**config.mk**
```make
export PLATFORM = sky130hd
export DESIGN_NAME = seg_scan_driver
export DESIGN_NICKNAME = d
export VERILOG_FILES = /design/src/rtl/seg_disp_pkg.sv /design/src/rtl/scan_timebase.sv /design/src/rtl/digit_glyph_bank.sv /design/src/rtl/frame_composer.sv /design/src/rtl/seg_scan_driver.sv
export SDC_FILE = /design/constraint.sdc
export NUM_CORES = 1
export LEC_CHECK = 0
export ABC_AREA = 1
export BUFFER_PORTS_ARGS = -buffer_cell sky130_fd_sc_hd__buf_2
export CAP_MARGIN = 20
export CORE_MARGIN = 2
export CORE_UTILIZATION = 44
export CTS_CLUSTER_DIAMETER = 80
export DETAILED_ROUTE_END_ITERATION = 10
export GPL_ROUTABILITY_DRIVEN = 0
export PLACE_DENSITY = 0.64
export SYNTH_ARGS = -nofsm -noshare
export SYNTH_HDL_FRONTEND = slang
export SYNTH_SLANG_ARGS = --single-unit
```
**constraint.sdc**
```tcl
create_clock -name clk -period 3.2 [get_ports clk]
set_input_delay 0.64 -clock clk [delete_from_list [all_inputs] [get_ports clk]]
set_output_delay 0.64 -clock clk [all_outputs]
set_load 0.01 [all_outputs]
```
**src/rtl/seg_disp_pkg.sv**
```systemverilog
package seg_disp_pkg;

  typedef enum logic [1:0] {
    MODE_HI    = 2'd0,
    MODE_TIMER = 2'd1,
    MODE_DANCE = 2'd2,
    MODE_DARK  = 2'd3
  } disp_mode_e;

  localparam logic [6:0] SEG_OFF  = 7'b1111111;
  localparam logic [6:0] SEG_DASH = 7'b0111111;
  localparam logic [6:0] GLYPH_H  = 7'b0001001;
  localparam logic [6:0] GLYPH_I  = 7'b1111011;

  // Active-low segment pattern for one BCD nibble, {g,f,e,d,c,b,a}
  function automatic logic [6:0] bcd_glyph(input logic [3:0] v);
    logic [6:0] s;
    case (v)
      4'd0:    s = 7'b1000000;
      4'd1:    s = 7'b1111001;
      4'd2:    s = 7'b0100100;
      4'd3:    s = 7'b0110000;
      4'd4:    s = 7'b0011001;
      4'd5:    s = 7'b0010010;
      4'd6:    s = 7'b0000010;
      4'd7:    s = 7'b1111000;
      4'd8:    s = 7'b0000000;
      4'd9:    s = 7'b0010000;
      default: s = SEG_DASH;
    endcase
    return s;
  endfunction

endpackage

```
**src/rtl/scan_timebase.sv**
```systemverilog
module scan_timebase #(
  parameter int REFRESH_W = 18,
  parameter int SLOT_W    = 2,
  parameter int STEPS     = 6,
  parameter int STEP_W    = 3
) (
  input  logic              clk,
  input  logic              rst,
  output logic [SLOT_W-1:0] slot,
  output logic [STEP_W-1:0] step
);

  localparam logic [REFRESH_W-1:0] CNT_ONE   = REFRESH_W'(1);
  localparam logic [STEP_W-1:0]    STEP_ONE  = STEP_W'(1);
  localparam logic [STEP_W-1:0]    STEP_LAST = STEP_W'(STEPS - 1);

  logic [REFRESH_W-1:0] cnt;
  logic                 wrap;

  assign wrap = &cnt;
  assign slot = cnt[REFRESH_W-1 -: SLOT_W];

  always_ff @(posedge clk) begin
    if (rst) begin
      cnt <= '0;
    end else begin
      cnt <= cnt + CNT_ONE;
    end
  end

  always_ff @(posedge clk) begin
    if (rst) begin
      step <= '0;
    end else if (wrap) begin
      step <= (step == STEP_LAST) ? '0 : step + STEP_ONE;
    end
  end

  AST_STEP_RANGE: assert property (@(posedge clk) disable iff (rst)
    step <= STEP_LAST);
  AST_STEP_HOLD: assert property (@(posedge clk) disable iff (rst)
    (!$past(rst) && !$past(wrap)) |-> $stable(step));
  AST_STEP_MOVE: assert property (@(posedge clk) disable iff (rst)
    (!$past(rst) && $past(wrap)) |-> (step != $past(step)));

endmodule

```
**src/rtl/digit_glyph_bank.sv**
```systemverilog
module digit_glyph_bank #(
  parameter int NUM_DIGITS = 4
) (
  input  logic [NUM_DIGITS-1:0][3:0] bcd,
  output logic [NUM_DIGITS-1:0][6:0] glyph
);
  import seg_disp_pkg::*;

  for (genvar k = 0; k < NUM_DIGITS; k++) begin : g_dig
    assign glyph[k] = bcd_glyph(bcd[k]);
  end

endmodule

```
**src/rtl/frame_composer.sv**
```systemverilog
module frame_composer #(
  parameter int NUM_DIGITS = 4,
  parameter int SLOT_W     = 2,
  parameter int STEP_W     = 3
) (
  input  logic [1:0]                 mode,
  input  logic [SLOT_W-1:0]          slot,
  input  logic [STEP_W-1:0]          step,
  input  logic [NUM_DIGITS-1:0][6:0] glyph,
  output logic [6:0]                 seg_n,
  output logic                       dp_n,
  output logic [NUM_DIGITS-1:0]      en_n
);
  import seg_disp_pkg::*;

  localparam logic [SLOT_W-1:0]     SLOT_I   = SLOT_W'(0);
  localparam logic [SLOT_W-1:0]     SLOT_H   = SLOT_W'(1);
  localparam logic [NUM_DIGITS-1:0] EN_ONE   = NUM_DIGITS'(1);
  localparam logic [6:0]            RING_ONE = 7'd1;

  logic [NUM_DIGITS-1:0] scan_en_n;
  logic [6:0]            hi_seg, timer_seg, dance_seg;
  logic                  timer_dp_n;

  assign scan_en_n = ~(EN_ONE << slot);

  always_comb begin
    if (slot == SLOT_H)      hi_seg = GLYPH_H;
    else if (slot == SLOT_I) hi_seg = GLYPH_I;
    else                     hi_seg = SEG_OFF;
  end

  assign timer_seg  = glyph[slot];
  assign timer_dp_n = ~slot[0];
  assign dance_seg  = ~(RING_ONE << step);

  always_comb begin
    seg_n = SEG_OFF;
    dp_n  = 1'b1;
    en_n  = scan_en_n;
    case (disp_mode_e'(mode))
      MODE_HI:    seg_n = hi_seg;
      MODE_TIMER: begin
        seg_n = timer_seg;
        dp_n  = timer_dp_n;
      end
      MODE_DANCE: seg_n = dance_seg;
      default:    en_n  = '1;
    endcase
  end

endmodule

```
**src/rtl/seg_scan_driver.sv**
```systemverilog
module seg_scan_driver #(
  parameter int REFRESH_W  = 18,
  parameter int NUM_DIGITS = 4,
  parameter int STEPS      = 6
) (
  input  logic                    clk,
  input  logic                    rst,
  input  logic [1:0]              disp_mode,
  input  logic [4*NUM_DIGITS-1:0] timer_bcd,
  output logic [6:0]              seg_n,
  output logic                    dp_n,
  output logic [NUM_DIGITS-1:0]   dig_en_n
);
  import seg_disp_pkg::*;

  localparam int SLOT_W = $clog2(NUM_DIGITS);
  localparam int STEP_W = $clog2(STEPS);

  logic [SLOT_W-1:0]          slot;
  logic [STEP_W-1:0]          step;
  logic [NUM_DIGITS-1:0][3:0] bcd_arr;
  logic [NUM_DIGITS-1:0][6:0] glyph;
  logic [6:0]                 nxt_seg;
  logic                       nxt_dp;
  logic [NUM_DIGITS-1:0]      nxt_en;

  assign bcd_arr = timer_bcd;

  scan_timebase #(
    .REFRESH_W(REFRESH_W), .SLOT_W(SLOT_W), .STEPS(STEPS), .STEP_W(STEP_W)
  ) u_tb (
    .clk(clk), .rst(rst), .slot(slot), .step(step)
  );

  digit_glyph_bank #(.NUM_DIGITS(NUM_DIGITS)) u_glyph (
    .bcd(bcd_arr), .glyph(glyph)
  );

  frame_composer #(
    .NUM_DIGITS(NUM_DIGITS), .SLOT_W(SLOT_W), .STEP_W(STEP_W)
  ) u_comp (
    .mode(disp_mode), .slot(slot), .step(step), .glyph(glyph),
    .seg_n(nxt_seg), .dp_n(nxt_dp), .en_n(nxt_en)
  );

  // Single owner of the display pins
  always_ff @(posedge clk) begin
    if (rst) begin
      seg_n    <= SEG_OFF;
      dp_n     <= 1'b1;
      dig_en_n <= '1;
    end else begin
      seg_n    <= nxt_seg;
      dp_n     <= nxt_dp;
      dig_en_n <= nxt_en;
    end
  end

  AST_ONE_DIGIT_LIT: assert property (@(posedge clk) disable iff (rst)
    (!$past(rst) && $past(disp_mode) != 2'd3) |-> $onehot(~dig_en_n));
  AST_DARK_MODE: assert property (@(posedge clk) disable iff (rst)
    (!$past(rst) && $past(disp_mode) == 2'd3)
      |-> (dig_en_n == '1 && seg_n == SEG_OFF && dp_n));
  AST_DANCE_SINGLE: assert property (@(posedge clk) disable iff (rst)
    (!$past(rst) && $past(disp_mode) == 2'd2) |-> ($countones(~seg_n) == 1 && dp_n));
  AST_TIMER_POINT: assert property (@(posedge clk) disable iff (rst)
    (!$past(rst) && $past(disp_mode) == 2'd1)
      |-> (dp_n == (dig_en_n[1] & dig_en_n[3])));
  AST_HI_NO_POINT: assert property (@(posedge clk) disable iff (rst)
    (!$past(rst) && $past(disp_mode) == 2'd0) |-> dp_n);

endmodule

```
==> After elaboration in Yosys (flattened, before gate mapping) <==
Memories as Yosys holds them, arrays and structs flattened.
Index checks and enable logic that the tools add are counted.
{ "totals": {"elab_cells": 35, "regBits": 33, "output_inout_bits": 12, "inputBits": 20, "latch_bits": 0, "ramBits": 0, "rom_bits": 448, "memories": 4} }
{ "mem_list": {"columns": ["memory", "words", "word_bits", "rd", "rd_ports_with_merged_regs", "write_ports", "line_no", "rtl"], "rows": [
  ["(no name shown)", 16, 7, 1, 0, 0, "seg_disp_pkg.sv:18", "case (v)"],
  ["(no name shown)", 16, 7, 1, 0, 0, "seg_disp_pkg.sv:18", null],
  ["(no name shown)", 16, 7, 1, 0, 0, "seg_disp_pkg.sv:18", null],
  ["(no name shown)", 16, 7, 1, 0, 0, "seg_disp_pkg.sv:18", null]
]} }
{ "classes": {"n_reduce_logical": 6, "shifts": 2, "multipliers": 0, "bitwise_logic": 5, "div_mod_pow": 0, "n_lt_le_gt_ge": 1, "mux": 6, "add_sub_neg": 2, "n_eq_ne": 4} }
{ "ops": {"columns": ["cell", "count"], "rows": [
  ["$pmux W7 S3", 1],
  ["$add A18 B1 Y18 const B", 1],
  ["$reduce_and A18 Y1", 1],
  ["$bmux W7 S2", 1],
  ["$mux W7", 2],
  ["$not A7 Y7", 1],
  ["$shl A1 B3 Y7 const A", 1],
  ["$mux W3", 2],
  ["$eq A2 B1 Y1 const B", 2],
  ["$logic_not A2 Y1", 2],
  ["$not A4 Y4", 1],
  ["$reduce_or A2 Y1", 2],
  ["$shl A1 B2 Y4 const A", 1],
  ["$add A3 B1 Y3 const B", 1],
  ["$eq A3 B3 Y1 const B", 1],
  ["$lt A2 B3 Y1 const B", 1],
  ["$not A1 Y1", 3],
  ["$reduce_or A3 Y1", 1],
  ["$eq A2 B2 Y1 const B", 1]
]} }

==> Depth between registers and ports, before layout <==
{ "logic_depth": {"depth_word": 4, "ltp_mapped": 10, "mapped_depth_nobuf": 10} }

==> Modules after synthesis <==
A second synthesis with hierarchy kept.
{ "hier_totals": {"hier_cells": 437, "hier_area_um2": 2643.8} }
{ "modules_own_cells": {"columns": ["module", "n_inst", "seq_area_each_um2", "cells_each", "area_each_um2"], "rows": [
  ["scan_timebase", 1, 420.4, 141, 1004.7],
  ["digit_glyph_bank", 1, 0.0, 140, 769.5],
  ["frame_composer", 1, 0.0, 118, 524.3],
  ["seg_scan_driver", 1, 240.2, 38, 345.3]
]} }

==> Worst setup path before layout <==
OpenSTA, ideal clock, no wires.
{ "synth_path": {"kind": "input -> register", "from": "in timer_bcd[1]", "to": "reg seg_n[3]", "t_arrival_ns": 1.405, "setup_time_ns": 0.059, "path_buffers": 0, "slack_ns": 1.736, "path_stages": 9, "t_required_ns": 3.141, "cell_sequence": "inv_1 -> ha_1 -> nand2_1 -> nand2_1 -> nand2_1 -> nand2_1 -> o21ai_1 -> nand2_1 -> nand2_1"} }
{ "synth_between": {"elab_chain_len": 4} }
{ "synth_rtl": {"columns": ["item", "line_no", "rtl"], "rows": [
  ["start, declared", "seg_scan_driver.sv:9", "input logic [4*NUM_DIGITS-1:0] timer_bcd,"],
  ["$mem_v2 Z16 W7", null, null],
  ["$bmux W7 S2", "frame_composer.sv:33", "assign timer_seg = glyph[slot];"],
  ["$mux W7 (implied by the code)", "frame_composer.sv:33", null],
  ["$pmux W7 S3", "frame_composer.sv:41", "case (disp_mode_e'(mode))"],
  ["end signal, assigned", "seg_scan_driver.sv:53", "seg_n <= nxt_seg;"],
  ["end, declared", "seg_scan_driver.sv:10", "output logic [6:0] seg_n,"]
]} }
Every way passes these cells. The select of a mux whose other input is x is not followed.
A chain may end at the register's enable or synchronous reset.

==> Final worst setup path <==
{ "layout_path": {"from": "reg u_tb.cnt[0]", "to": "reg u_tb.step[1]"} }
{ "layout_between": {"elab_chain_len": 1} }
{ "layout_rtl": {"columns": ["item", "line_no", "rtl"], "rows": [
  ["start, declared", "scan_timebase.sv:17", "logic [REFRESH_W-1:0] cnt;"],
  ["start signal, assigned", "scan_timebase.sv:27", "cnt <= cnt + CNT_ONE;"],
  ["$reduce_and A18 Y1", "scan_timebase.sv:20", "assign wrap = &cnt;"],
  ["end signal, assigned", "scan_timebase.sv:35", "step <= (step == STEP_LAST) ? '0 : step + STEP_ONE;"],
  ["end, declared", "scan_timebase.sv:10", "output logic [STEP_W-1:0] step"]
]} }
Every way passes these cells.

==> impl_metrics.tcl <==
set metrics [dict create \
    rrSetupSlack_ps 1650 \
    power_frac_comb 0.148 \
    grt_pass1_wl_um 8540 \
    relSlewSlack 0.759 \
    die_height_um 76.3 \
    pwr-share-clk 0.355 \
    cap_viol_max_count 0 \
    hpwl_um 3950 \
    switching_share 0.280 \
    synth_top_area_share 0.287 \
    drt_iter0_drc 100 \
    p_per_area_nw_per_um2 326 \
    numCtsBuffers 5 \
    grt_pass1_vias 2003 \
    cp-end-kind "flip-flop" \
    route.vias.total 2134 \
    final-hold-violation-count 0 \
    synthTopCellsByArea "dfxtp_1 (29%), nand2_1 (15%), ha_1 (14%)" \
    crit_type "flip-flop to flip-flop" \
    ys_seq_elements 33 \
    clk_latency_ps 280 \
    grt_max_degree 19 \
    clockBufferDepth 2 \
    start_kind "flip-flop" \
    setup_ws_ps 1650 \
    synthTopCellsByCount "nand2_1 (90), inv_1 (36), dfxtp_1 (33)" \
    yosysTopAreaCell "dfxtp_1" \
    clock-root-buffer "clkbuf_8" \
    ctsResizeCount 0 \
    htreeDepth 2 \
    maxSlewViolCount 0 \
    finClkSkew_ps 4.30 \
    syn-instance-count 338 \
    synthArstFlopShare 0 \
    synth_edf_count 0 \
    die_width_um 76.3 \
    worstHoldPathType "flip-flop to flip-flop" \
    yosys.cell_types.count 29 \
    grt_usage 0.177 \
    start_util 0.453 \
    arrival_ps 1730 \
    vias_per_cell 4.80 \
    cpMaxStageDelayCell "dfxtp_1" \
    worst_slew_pin_slew_ps 360 \
    clkSinkCount 33 \
    dieArea_um2 5820 \
    clk_pin_slew_worst_paths_ps 70 \
    drive_gt1_frac 0.192 \
    leakagePower_nw 1.31 \
    yosys_warnings 0 \
    path_cells "ha_1 -> nand2_2 -> nor2_4 -> nand2_4 -> nor2_8 -> nand2_4 -> nor2_8 -> nand3_1 -> nand2_1 -> nor2_1" \
    post_drt_wl_per_cell_um 11.1 \
    coreArea_um2 5070 \
    syn_area_um2 2300 \
    drc_errors 0 \
    report.final.setup_viol 0 \
    place_ws_ps 1420 \
    critPathMaxFanout 6 \
    status "finished, final reports clean" \
    rsz0062_at_grt "no" \
    port_buffers 31 \
    yosysMostFrequentCell "nand2_1" \
    drt_pre_antenna_iters 4 \
    ys.flop_type "dfxtp_1" \
    fin_nets 420 \
    antennaDiodeCount 0 \
    tritoncts "built" \
    avgSynthCellArea_um2 6.81 \
    postCtsHoldBufs 0 \
    setup-tns-final_ps 0 \
    ys_seq_area_frac 0.287 \
    syn-num-nets 384 \
    period_minus_slack_ps 1550 \
    rows 26 \
    switchingPower_uw 239 \
    cp_num_buf_inv 0 \
    wl_um 4940 \
    cp.required_ps 3380 \
    critical-path-top-delay-family "simple AND/OR/NAND/NOR gates" \
    detail-route-antenna-nets 0 \
    grt_remaining_overflow 0 \
    fin_crit_sh 0.484 \
    ioPinCount 32 \
    crit_path_max_incr_delay_ps 380 \
    clock.fmax_ghz 0.646 \
    syn_to_final_growth_pct 13.9 \
    ir_drop_mv 0.160 \
    antenna_found_initial 0 \
    p_int_uw 615 \
    postCtsSetupBuffers 0 \
    pwr-share-seq 0.498 \
]
worst min-delay path, delay by kind of cell (launching register included):
| family | cells | cell delay, ps |
|---|---|---|
| flip-flops | 1 | 310 |
| buffers and inverters | 1 | 50 |
| AO/OA/AOI/OAI | 1 | 50 |
cells in the final DEF (no fill, tap or decap), types with 3 or more instances in the layout:
cell type	instances
o211ai_1	4
nor2_1	32
buf_2	31
nand2_4	3
nor2_4	3
ha_1	26
nand2_2	3
nand3_2	3
inv_2	13
dfxtp_1	33
o21ai_0	17
clkbuf_8	5
nand4_1	4
inv_1	36
a21oi_1	25
nand2_1	90
nand3_1	21
o21ai_1	7
per-layer routing:
metal  global-route usage  wire [um]
met1                0.236       2520
met3               0.0391        187
met4               0.0436         32
met2                0.292       2190
met5                    0          0
flip-flops by register name, indices dropped and copies added, names as in the netlist:
name       cells
u_tb.cnt      18
dig_en_n       4
seg_n          7
u_tb.step      3
dp_n           1
final timing paths:
check | start | to | cells after the start
worst max-delay path | u_tb.cnt[0]$_SDFF_PP0_ | u_tb.step[1]$_SDFFE_PP0P_ | 10
worst min-delay path | u_tb.cnt[12]$_SDFF_PP0_ | u_tb.cnt[12]$_SDFF_PP0_ | 2
worst max register to register | u_tb.cnt[0]$_SDFF_PP0_ | u_tb.step[1]$_SDFFE_PP0P_ | 10
worst min register to register | u_tb.cnt[12]$_SDFF_PP0_ | u_tb.cnt[12]$_SDFF_PP0_ | 2
kinds of logic after synthesis:
kind of cell	synth area share
flops	0.287
compound gates	0.140
fa+ha+maj	0.141
xor+xnor	0.00381
simple gates	0.344
buf+inv	0.0843
metrics by stage:
step | hold WS [ps] | std cells | util | power, mW | cell area, um2
floorplan | 421 | 338 | - | 0.512 | 2300
finish | 443 | 445 | 0.516 | 0.854 | 2620
detailed placement | 437 | 437 | 0.499 | 0.560 | 2530
CTS | 448 | 445 | 0.516 | 0.864 | 2620
global route | 482 | 445 | 0.516 | 0.901 | 2620
global placement | 430 | 437 | 0.499 | 0.560 | 2530
area by class of cell:
class	count	area [um2]
Clock buffer	5	68.8
Clock inverter	3	17.5
Tap cell	70	87.6
Inverter	49	184
Timing Repair Buffer	31	155
Sequential cell	33	661
Fill cell	539	2450
Multi-Input combinational cell	254	1450
power groups by stage:
| stage | sequential [mW] | clock (mW) | combinational (mW) |
|---|---|---|---|
| floorplan | 0.437 | 0 | 0.0751 |
| global placement | 0.435 | 0 | 0.125 |
| detailed placement | 0.434 | 0 | 0.126 |
| CTS | 0.425 | 0.312 | 0.127 |
| global route | 0.425 | 0.329 | 0.147 |
| finish | 0.425 | 0.303 | 0.126 |
Note: power is estimated with default switching activity, not from simulation.
